--- config.mk ---
export PLATFORM = sky130hd
export DESIGN_NAME = reset_press_classifier
export DESIGN_NICKNAME = d
export VERILOG_FILES = /design/src/rtl/rpc_pkg.sv /design/src/rtl/rpc_sync.sv /design/src/rtl/rpc_deglitch.sv /design/src/rtl/rpc_press_fsm.sv /design/src/rtl/reset_press_classifier.sv
export SDC_FILE = /design/constraint.sdc
export NUM_CORES = 1
export LEC_CHECK = 0
export ABC_AREA = 1
export BUFFER_PORTS_ARGS = -buffer_cell sky130_fd_sc_hd__buf_2
export CORE_ASPECT_RATIO = 0.5
export CORE_MARGIN = 5
export CORE_UTILIZATION = 25
export DETAILED_ROUTE_END_ITERATION = 16
export GPL_TIMING_DRIVEN = 0
export PLACE_DENSITY_LB_ADDON = 0.2
export SETUP_SLACK_MARGIN = 0.15
export SLEW_MARGIN = 40
export SYNTH_ARGS = -nofsm -noshare
export SYNTH_HDL_FRONTEND = slang
export SYNTH_SLANG_ARGS = --single-unit
--- constraint.sdc ---
create_clock -name clk -period 2.4 [get_ports clk]
set_input_delay 0.24 -clock clk [delete_from_list [all_inputs] [get_ports clk]]
set_output_delay 0.24 -clock clk [all_outputs]
set_load 0.005 [all_outputs]
--- src/rtl/rpc_pkg.sv ---
package rpc_pkg;
    typedef enum logic [2:0] {
        ST_IDLE       = 3'd0,
        ST_HELD_SHORT = 3'd1,
        ST_HELD_LONG  = 3'd2,
        ST_HELD_EXT   = 3'd3,
        ST_HOLDOFF    = 3'd4
    } press_state_t;
endpackage

--- src/rtl/rpc_sync.sv ---
module rpc_sync #(
    parameter int STAGES = 2
) (
    input  logic clk,
    input  logic por_n,
    input  logic d_in,
    output logic d_out
);
    logic [STAGES-1:0] chain;

    always_ff @(posedge clk or negedge por_n) begin
        if (!por_n) chain <= '1;
        else        chain <= {chain[STAGES-2:0], d_in};
    end

    assign d_out = chain[STAGES-1];
endmodule

--- src/rtl/rpc_deglitch.sv ---
module rpc_deglitch #(
    parameter int DG_TICKS = 312
) (
    input  logic clk,
    input  logic por_n,
    input  logic tick,
    input  logic level_in,
    output logic level_out
);
    localparam int W = $clog2(DG_TICKS + 1);
    localparam logic [W-1:0] LAST = W'(DG_TICKS - 1);

    logic [W-1:0] cnt;

    always_ff @(posedge clk or negedge por_n) begin
        if (!por_n) begin
            cnt       <= '0;
            level_out <= 1'b1;
        end else if (level_in == level_out) begin
            cnt <= '0;
        end else if (tick) begin
            if (cnt == LAST) begin
                level_out <= level_in;
                cnt       <= '0;
            end else begin
                cnt <= cnt + 1'b1;
            end
        end
    end

    // the filtered level may only move on a tick
    a_r1_moves_on_tick: assert property (@(posedge clk) disable iff (!por_n)
        (level_out != $past(level_out)) |-> $past(tick));
endmodule

--- src/rtl/rpc_press_fsm.sv ---
module rpc_press_fsm
    import rpc_pkg::*;
#(
    parameter int LONG_TICKS = 3125,
    parameter int EXT_TICKS  = 6250
) (
    input  logic clk,
    input  logic por_n,
    input  logic tick,
    input  logic btn_n,
    output logic ovr_valid,
    output logic ovr_prot,
    output logic dis
);
    localparam int CW = $clog2(EXT_TICKS + 1);
    localparam logic [CW-1:0] LONG_LAST = CW'(LONG_TICKS - 1);
    localparam logic [CW-1:0] EXT_LAST  = CW'(EXT_TICKS - 1);

    press_state_t state, state_nx;
    logic [CW-1:0] cnt;
    logic          long_hit, ext_hit;

    assign long_hit = tick && (cnt == LONG_LAST);
    assign ext_hit  = tick && (cnt == EXT_LAST);

    always_comb begin
        state_nx = state;
        unique case (state)
            ST_IDLE:       if (!btn_n)       state_nx = ST_HELD_SHORT;
            ST_HELD_SHORT: if (btn_n)        state_nx = ST_IDLE;
                           else if (long_hit) state_nx = ST_HELD_LONG;
            ST_HELD_LONG:  if (btn_n)        state_nx = ST_IDLE;
                           else if (ext_hit) state_nx = ST_HELD_EXT;
            ST_HELD_EXT:   if (btn_n)        state_nx = ST_HOLDOFF;
            ST_HOLDOFF:    if (!btn_n)       state_nx = ST_HELD_SHORT;
                           else if (ext_hit) state_nx = ST_IDLE;
            default:                         state_nx = ST_IDLE;
        endcase
    end

    always_ff @(posedge clk or negedge por_n) begin
        if (!por_n) state <= ST_IDLE;
        else        state <= state_nx;
    end

    always_ff @(posedge clk or negedge por_n) begin
        if (!por_n) begin
            cnt <= '0;
        end else if (state_nx != state) begin
            cnt <= (state_nx == ST_HELD_SHORT || state_nx == ST_HOLDOFF) ? '0 : cnt;
        end else if (tick && state != ST_IDLE && state != ST_HELD_EXT) begin
            cnt <= cnt + 1'b1;
        end
    end

    always_ff @(posedge clk or negedge por_n) begin
        if (!por_n) begin
            ovr_valid <= 1'b0;
            ovr_prot  <= 1'b0;
        end else if (btn_n && (state == ST_HELD_SHORT || state == ST_HELD_LONG ||
                               state == ST_HELD_EXT)) begin
            ovr_valid <= 1'b1;
            ovr_prot  <= (state != ST_HELD_SHORT);
        end
    end

    always_comb begin
        dis = 1'b0;
        unique case (state)
            ST_HOLDOFF: dis = 1'b1;
            default:    dis = 1'b0;
        endcase
    end

    // a release from a short hold captures writable
    a_r2_short_clears: assert property (@(posedge clk) disable iff (!por_n)
        (state == ST_HELD_SHORT && btn_n) |=> (ovr_valid && !ovr_prot));
    // a release from a long hold captures protected, no disable
    a_r3_long_protects: assert property (@(posedge clk) disable iff (!por_n)
        (state == ST_HELD_LONG && btn_n) |=> (ovr_valid && ovr_prot && !dis));
    // the disable only starts after an extended hold
    a_r4_disable_after_ext: assert property (@(posedge clk) disable iff (!por_n)
        $rose(dis) |-> ($past(state) == ST_HELD_EXT));
endmodule

--- src/rtl/reset_press_classifier.sv ---
module reset_press_classifier #(
    parameter int DG_TICKS   = 312,
    parameter int LONG_TICKS = 3125,
    parameter int EXT_TICKS  = 6250
) (
    input  logic clk,
    input  logic por_n,
    input  logic tick,
    input  logic btn_raw_n,
    input  logic sw_protect,
    input  logic win_sel,
    input  logic wr_en,
    output logic win_cs,
    output logic protect,
    output logic win_disable,
    output logic led
);
    logic btn_sync_n, btn_clean_n, ovr_valid, ovr_prot;

    rpc_sync #(.STAGES(2)) u_sync (
        .clk(clk), .por_n(por_n), .d_in(btn_raw_n), .d_out(btn_sync_n)
    );

    rpc_deglitch #(.DG_TICKS(DG_TICKS)) u_filt (
        .clk(clk), .por_n(por_n), .tick(tick),
        .level_in(btn_sync_n), .level_out(btn_clean_n)
    );

    rpc_press_fsm #(.LONG_TICKS(LONG_TICKS), .EXT_TICKS(EXT_TICKS)) u_fsm (
        .clk(clk), .por_n(por_n), .tick(tick), .btn_n(btn_clean_n),
        .ovr_valid(ovr_valid), .ovr_prot(ovr_prot), .dis(win_disable)
    );

    assign protect = ovr_valid ? ovr_prot : sw_protect;
    assign win_cs  = win_sel && !win_disable && !(protect && wr_en);
    assign led     = protect || win_disable;

    // a disabled window never sees a select
    a_r6_disable_blocks: assert property (@(posedge clk) disable iff (!por_n)
        win_disable |-> !win_cs);
    // writes into a protected window are blocked
    a_r7_write_blocked: assert property (@(posedge clk) disable iff (!por_n)
        (protect && wr_en) |-> !win_cs);
endmodule

==> Word-level counts from Yosys, hierarchy flattened <==
Cells that the tools add are included.
{ "classes": {"n_addsub": 2, "n_eq_ne": 14, "muxes": 17, "n_bitwise": 1, "reduce_logical": 20} }
{ "ops": {"columns": ["op", "n"], "rows": [
  ["$mux 13", 3],
  ["$mux 9", 3],
  ["$mux 3", 8],
  ["$pmux 3 s5", 1],
  ["$add 13x1->13 const B", 1],
  ["$eq 13x12->1 const B", 1],
  ["$eq 13x13->1 const B", 1],
  ["$add 9x1->9 const B", 1],
  ["$eq 9x9->1 const B", 1],
  ["$logic_and 1x1->1", 8],
  ["$eq 3x1->1 const B", 2],
  ["$eq 3x2->1 const B", 2],
  ["$eq 3x3->1 const B", 2],
  ["$logic_or 1x1->1", 4],
  ["$reduce_bool 2->1", 2],
  ["$logic_not 3->1", 1],
  ["$ne 3x1->1 const B", 1],
  ["$ne 3x2->1 const B", 1],
  ["$ne 3x3->1", 1],
  ["$reduce_and 3->1", 1],
  ["$reduce_bool 3->1", 1],
  ["$logic_not 1->1", 2],
  ["$mux 1", 2],
  ["$ne 2x2->1 const B", 1],
  ["3 further kinds", 3]
]} }
{ "word_totals": {"ff_bits": 30, "inputBits": 7, "output_inout_bits": 4, "wordCells": 61} }

==> Logic depth before layout (Yosys ltp) <==
{ "depth": {"ltp_word": 9, "mapped_depth": 17, "ltp_nobuf": 17} }

==> By module <==
From an unflattened synthesis, not the netlist that was laid out.
{ "unflattened": {"cells_unflattened": 276, "hier_area_um2": 2025.7} }
{ "by_module_without_submodules": {"columns": ["mod", "n_inst", "cells_per_inst", "area_per_inst_um2", "seq_area_each_um2"], "rows": [
  ["rpc_press_fsm", 1, 179, 1295.0, 450.4],
  ["rpc_deglitch", 1, 87, 636.9, 251.5],
  ["rpc_sync", 1, 2, 52.6, 52.6],
  ["reset_press_classifier", 1, 8, 41.3, 0.0]
]} }

==> Worst setup path before layout <==
OpenSTA, ideal clock, no wires.
{ "synth_timing": {"path_type": "register to register", "start": "register u_fsm.cnt[0]", "end": "register u_fsm.cnt[5]", "setup_ps": 117, "t_arrival_ps": 1677, "t_required_ps": 2283, "slack_ps": 605, "path_stages_with_launch": 13, "path_buffers": 1, "synth_period_minus_slack_ps": 1795, "path_cell_list": "dfrtp_1 inv_1 ha_1 nand3_1 nor2_1 nand2_1 o21bai_2 a21oi_1 nor2_4 nand3_4 buf_6 nand3_1 nand2_1"} }
{ "synth_via": {"elab_chain_cells": 9, "elab_cells_between_ends": 21, "cone_classes": "add/sub (1); eq/ne (6); mux (9); reduce/logical (5)"} }
{ "synth_lines": {"columns": ["item", "line", "text"], "rows": [
  ["start, declared", "rpc_press_fsm.sv:20", "logic [CW-1:0] cnt;"],
  ["start signal, assigned", "rpc_press_fsm.sv:50", "cnt <= (state_nx == ST_HELD_SHORT || state_nx == ST_HOLDOFF) ? '0 : cnt;"],
  ["start signal, assigned", "rpc_press_fsm.sv:52", "cnt <= cnt + 1'b1;"],
  ["$eq 13x13->1 or $eq 13x12->1 (tied branches)", "rpc_press_fsm.sv:24, rpc_press_fsm.sv:23", null],
  ["$logic_and 1x1->1 (on tied branches)", "rpc_press_fsm.sv:24, rpc_press_fsm.sv:23", null],
  ["$mux 3 (on tied branches)", "rpc_press_fsm.sv:36, rpc_press_fsm.sv:31, rpc_press_fsm.sv:33", null],
  ["$mux 3 (on tied branches)", "rpc_press_fsm.sv:35, rpc_press_fsm.sv:30, rpc_press_fsm.sv:32", null],
  ["$pmux 3 s5", "rpc_press_fsm.sv:28", "unique case (state)"],
  ["$eq 3x1->1 or $eq 3x3->1 (tied branches)", "rpc_press_fsm.sv:50", null],
  ["$logic_or 1x1->1", "rpc_press_fsm.sv:50", null],
  ["$ne 2x2->1 (no source line)", null, null],
  ["$reduce_and 2->1 (no source line)", null, null]
]} }
Several ways; a longest one is shown, not always the timed one. The select of a mux whose other input is x is not followed.
A chain may end at the register's enable or synchronous reset.

==> Worst setup path in the final report <==
Same ends and word-level chain as after synthesis.

==> run_results.csv <==
group,metric,value,unit
placement,portBuffers,10,
cells_and_area,n_antenna_cell,0,
cells_and_area,mostFrequentLayoutCell,"nand2_1",
drt,drc,0,
setup_path,worstSetupEndpointType,"register",
die,die_w,135,microns
yosys,synth_cell_type_count,36,
drt,wirelength,4.18,mm
cells_and_area,fin_nets,277,
setup_path,cp-start-kind,"register",
cells_and_area,utilization,30.8,%
timing,min_period,2.04,ns
global_route,antenna_found_initial,0,
placement,routabilityCongestion,0.776,
setup_path,critical_path_required,2.56,ns
die,die_area,9820,sq um
yosys,syn_avg_cell_area,7.90,sq um
placement,hpwl,3.16,mm
clock_tree,cts_made_buffers,5,
clock_tree,clock_sinks,30,
global_route,grt_max_degree,31,
drt,ant_nets,0,
timing,final_hold_viol_count,0,
cells_and_area,drive_gt1_share,21.7,%
clock_tree,clockRootBuffer,"clkbuf_16",
pwr,cellPowerDensity,657,nW/um^2
status,status,"completed",
yosys,async_flop_share,100,%
timing,tightest_slew,0.610,ns
die,start_util,26.2,%
die,die_h,72.6,microns
yosys,synth.cell_area,1960,sq um
timing,fin_tns_setup,0,ns
pwr,power.total,1.52,mW
timing,relSlewSlack,59.2,%
yosys,ys_seq_area_share,38.5,%
die,core,7490,sq um
yosys,synth_area_leader_cell,"dfrtp_1",
yosys,ys_warn_count,0,
placement,place_area,2140,sq um
drt,vias,1611,
timing,drv_slew,0,
clock_tree,clk_path_buf_depth,2,
placement,dp_cells,366,
drt,wl_per_cell,11.1,microns
setup_path,cp_max_fo,10,
flow_run,maxCapViolations,0,
yosys,synth_seq_cells,30,
global_route,grt_pass1_wl,7.49,mm
yosys,syn_nets,259,
timing,fmax,490,MHz
global_route,grt_usage,9.49,%
timing,rsz0062_at_grt,"no",
cells_and_area,fin_cells,375,
clock_tree,cts_tree,"built",
drt,via_per_inst,4.30,
timing,fin_crit_sh,85.0,%
timing,worst_clock_skew,0.00624,ns
drt,drtPass1Iterations,4,
timing,setup_violations,0,
setup_path,crit_type,"reg -> reg",
clock_tree,cts_setup_buffers,0,
die,pin_count,11,
pwr,irDropWorstVdd,0.256,mV
cells_and_area,final_cell_mix,"nand2_1 (52), inv_1 (30), nor2_1 (26), dfrtp_1 (26), nand3_1 (24)",
drt,first_iter_violations,65,
yosys,syn-instance-count,248,
yosys,synth_area_leaders,"dfrtp_1 (34%), nand2_1 (10%), nand3_1 (6.1%)",
die,rows,22,
cells_and_area,area_growth,17.9,%
hold_path,hold_class,"in -> reg",
yosys,ys.flop_type,"dfrtp_1",
global_route,grt_overflow,0,
clock_tree,worstSkewPairLatency,0.28,ns
global_route,grt_pass1_vias,1584,
pwr,leakage,1.09,nW
clock_tree,path_clk_slew,0.05,ns
setup_path,cp.arrival,2.20,ns
yosys,synth_top_cell_area_share,34.5,%
yosys,synth_edf_count,0,
clock_tree,htree_levels,2,
cells_and_area,final_area,2310,sq um
[synth_stat cells (2+ instances only)]
cell / n
nand2_1: 52
inv_1: 30
dfrtp_1: 27
nor2_1: 26
nand3_1: 24
nand3_2: 10
o21ai_0: 9
xor2_1: 9
a21oi_1: 7
nor3_1: 6
ha_1: 4
inv_2: 4
nand2_2: 4
dfstp_2: 3
o22ai_1: 3
or2_2: 3
and3_1: 2
nand2_4: 2
nor2_2: 2
nor2_4: 2
o32ai_1: 2
or2_1: 2
xnor2_1: 2
[report_power, final]
group	leakage [nW]	internal [mW]	switching (mW)
Sequential	0.397	0.539	0.0394
Clock	0.0729	0.410	0.230
Combinational	0.617	0.108	0.190
[cells by family after synthesis]
kind of cell / synth area share [%]
simple gates: 37.5
buf+inv: 8.36
flops: 38.5
compound gates: 8.17
xor+xnor: 4.92
fa+ha+maj: 2.55
[timing repair]
| item | 4_1_cts | 5_1_grt |
|---|---|---|
| endpoints found under the setup margin | 0 | 3 |
| hold buffers | 0 | 1 |
| resized for setup | 0 | 1 |
| endpoints found under the hold margin | 0 | 27 |
[state kept, by name (all words and copies together), names as in the netlist]
register	cells
u_fsm.ovr_valid	1
u_fsm.state	3
u_filt.level_out	1
u_fsm.cnt	13
u_sync.chain	2
u_fsm.ovr_prot	1
u_filt.cnt	9
[layout make-up]
class	instances	area [sq um]
Inverter	34	128
Buffer	3	36.3
Sequential cell	30	756
Clock inverter	2	12.5
Clock buffer	6	139
Tap cell	108	135
Multi-Input combinational cell	181	1040
Timing Repair Buffer	11	62.6
Fill cell	831	5180
[critical path, stage by stage (launching register included)]
cell,delay (ns)
dfrtp_2,0.44
inv_1,0.08
ha_1,0.15
nand3_1,0.08
nor2_1,0.12
nand2_1,0.10
o21bai_2,0.17
a21oi_1,0.12
nor2_4,0.18
nand3_4,0.15
buf_6,0.21
nand3_1,0.08
nand2_1,0.05
[final timing paths]
path | startpoint | endpoint | slack (ns) | cells after the start
setup / recovery | u_fsm.cnt[0]$_DFFE_PN0P_ | u_fsm.cnt[5]$_DFFE_PN0P_ | 0.36 | 12
min in group asynchronous | por_n | u_filt.cnt[1]$_DFFE_PN0P_ | 0.44 | 2
setup reg to reg | u_fsm.cnt[0]$_DFFE_PN0P_ | u_fsm.cnt[5]$_DFFE_PN0P_ | 0.36 | 12
hold reg to reg | u_sync.chain[0]$_DFF_PN1_ | u_sync.chain[1]$_DFF_PN1_ | 0.35 | 0
max in group asynchronous | por_n | u_filt.level_out$_DFFE_PN1P_ | 1.64 | 2
hold / removal | btn_raw_n | u_sync.chain[0]$_DFF_PN1_ | 0.07 | 1
[stage by stage]
step | hold slack [ns] | setup slack (ns)
6_report | 0.0663 | 0.360
3_5_place_dp | 0.343 | 0.340
3_3_place_gp | 0.341 | 0.372
2_1_floorplan | -0.0556 | 0.605
4_1_cts | 0.0416 | 0.320
5_1_grt | 0.0550 | 0.153
[routing by layer]
| layer | GRT usage, % | share of wire, % |
|---|---|---|
| met5 | 0 | 0 |
| met3 | 2.27 | 2.0 |
| met4 | 3.35 | 0.91 |
| met2 | 15.0 | 46 |
| met1 | 12.8 | 51 |
Note: power is estimated with default switching activity, not from simulation.
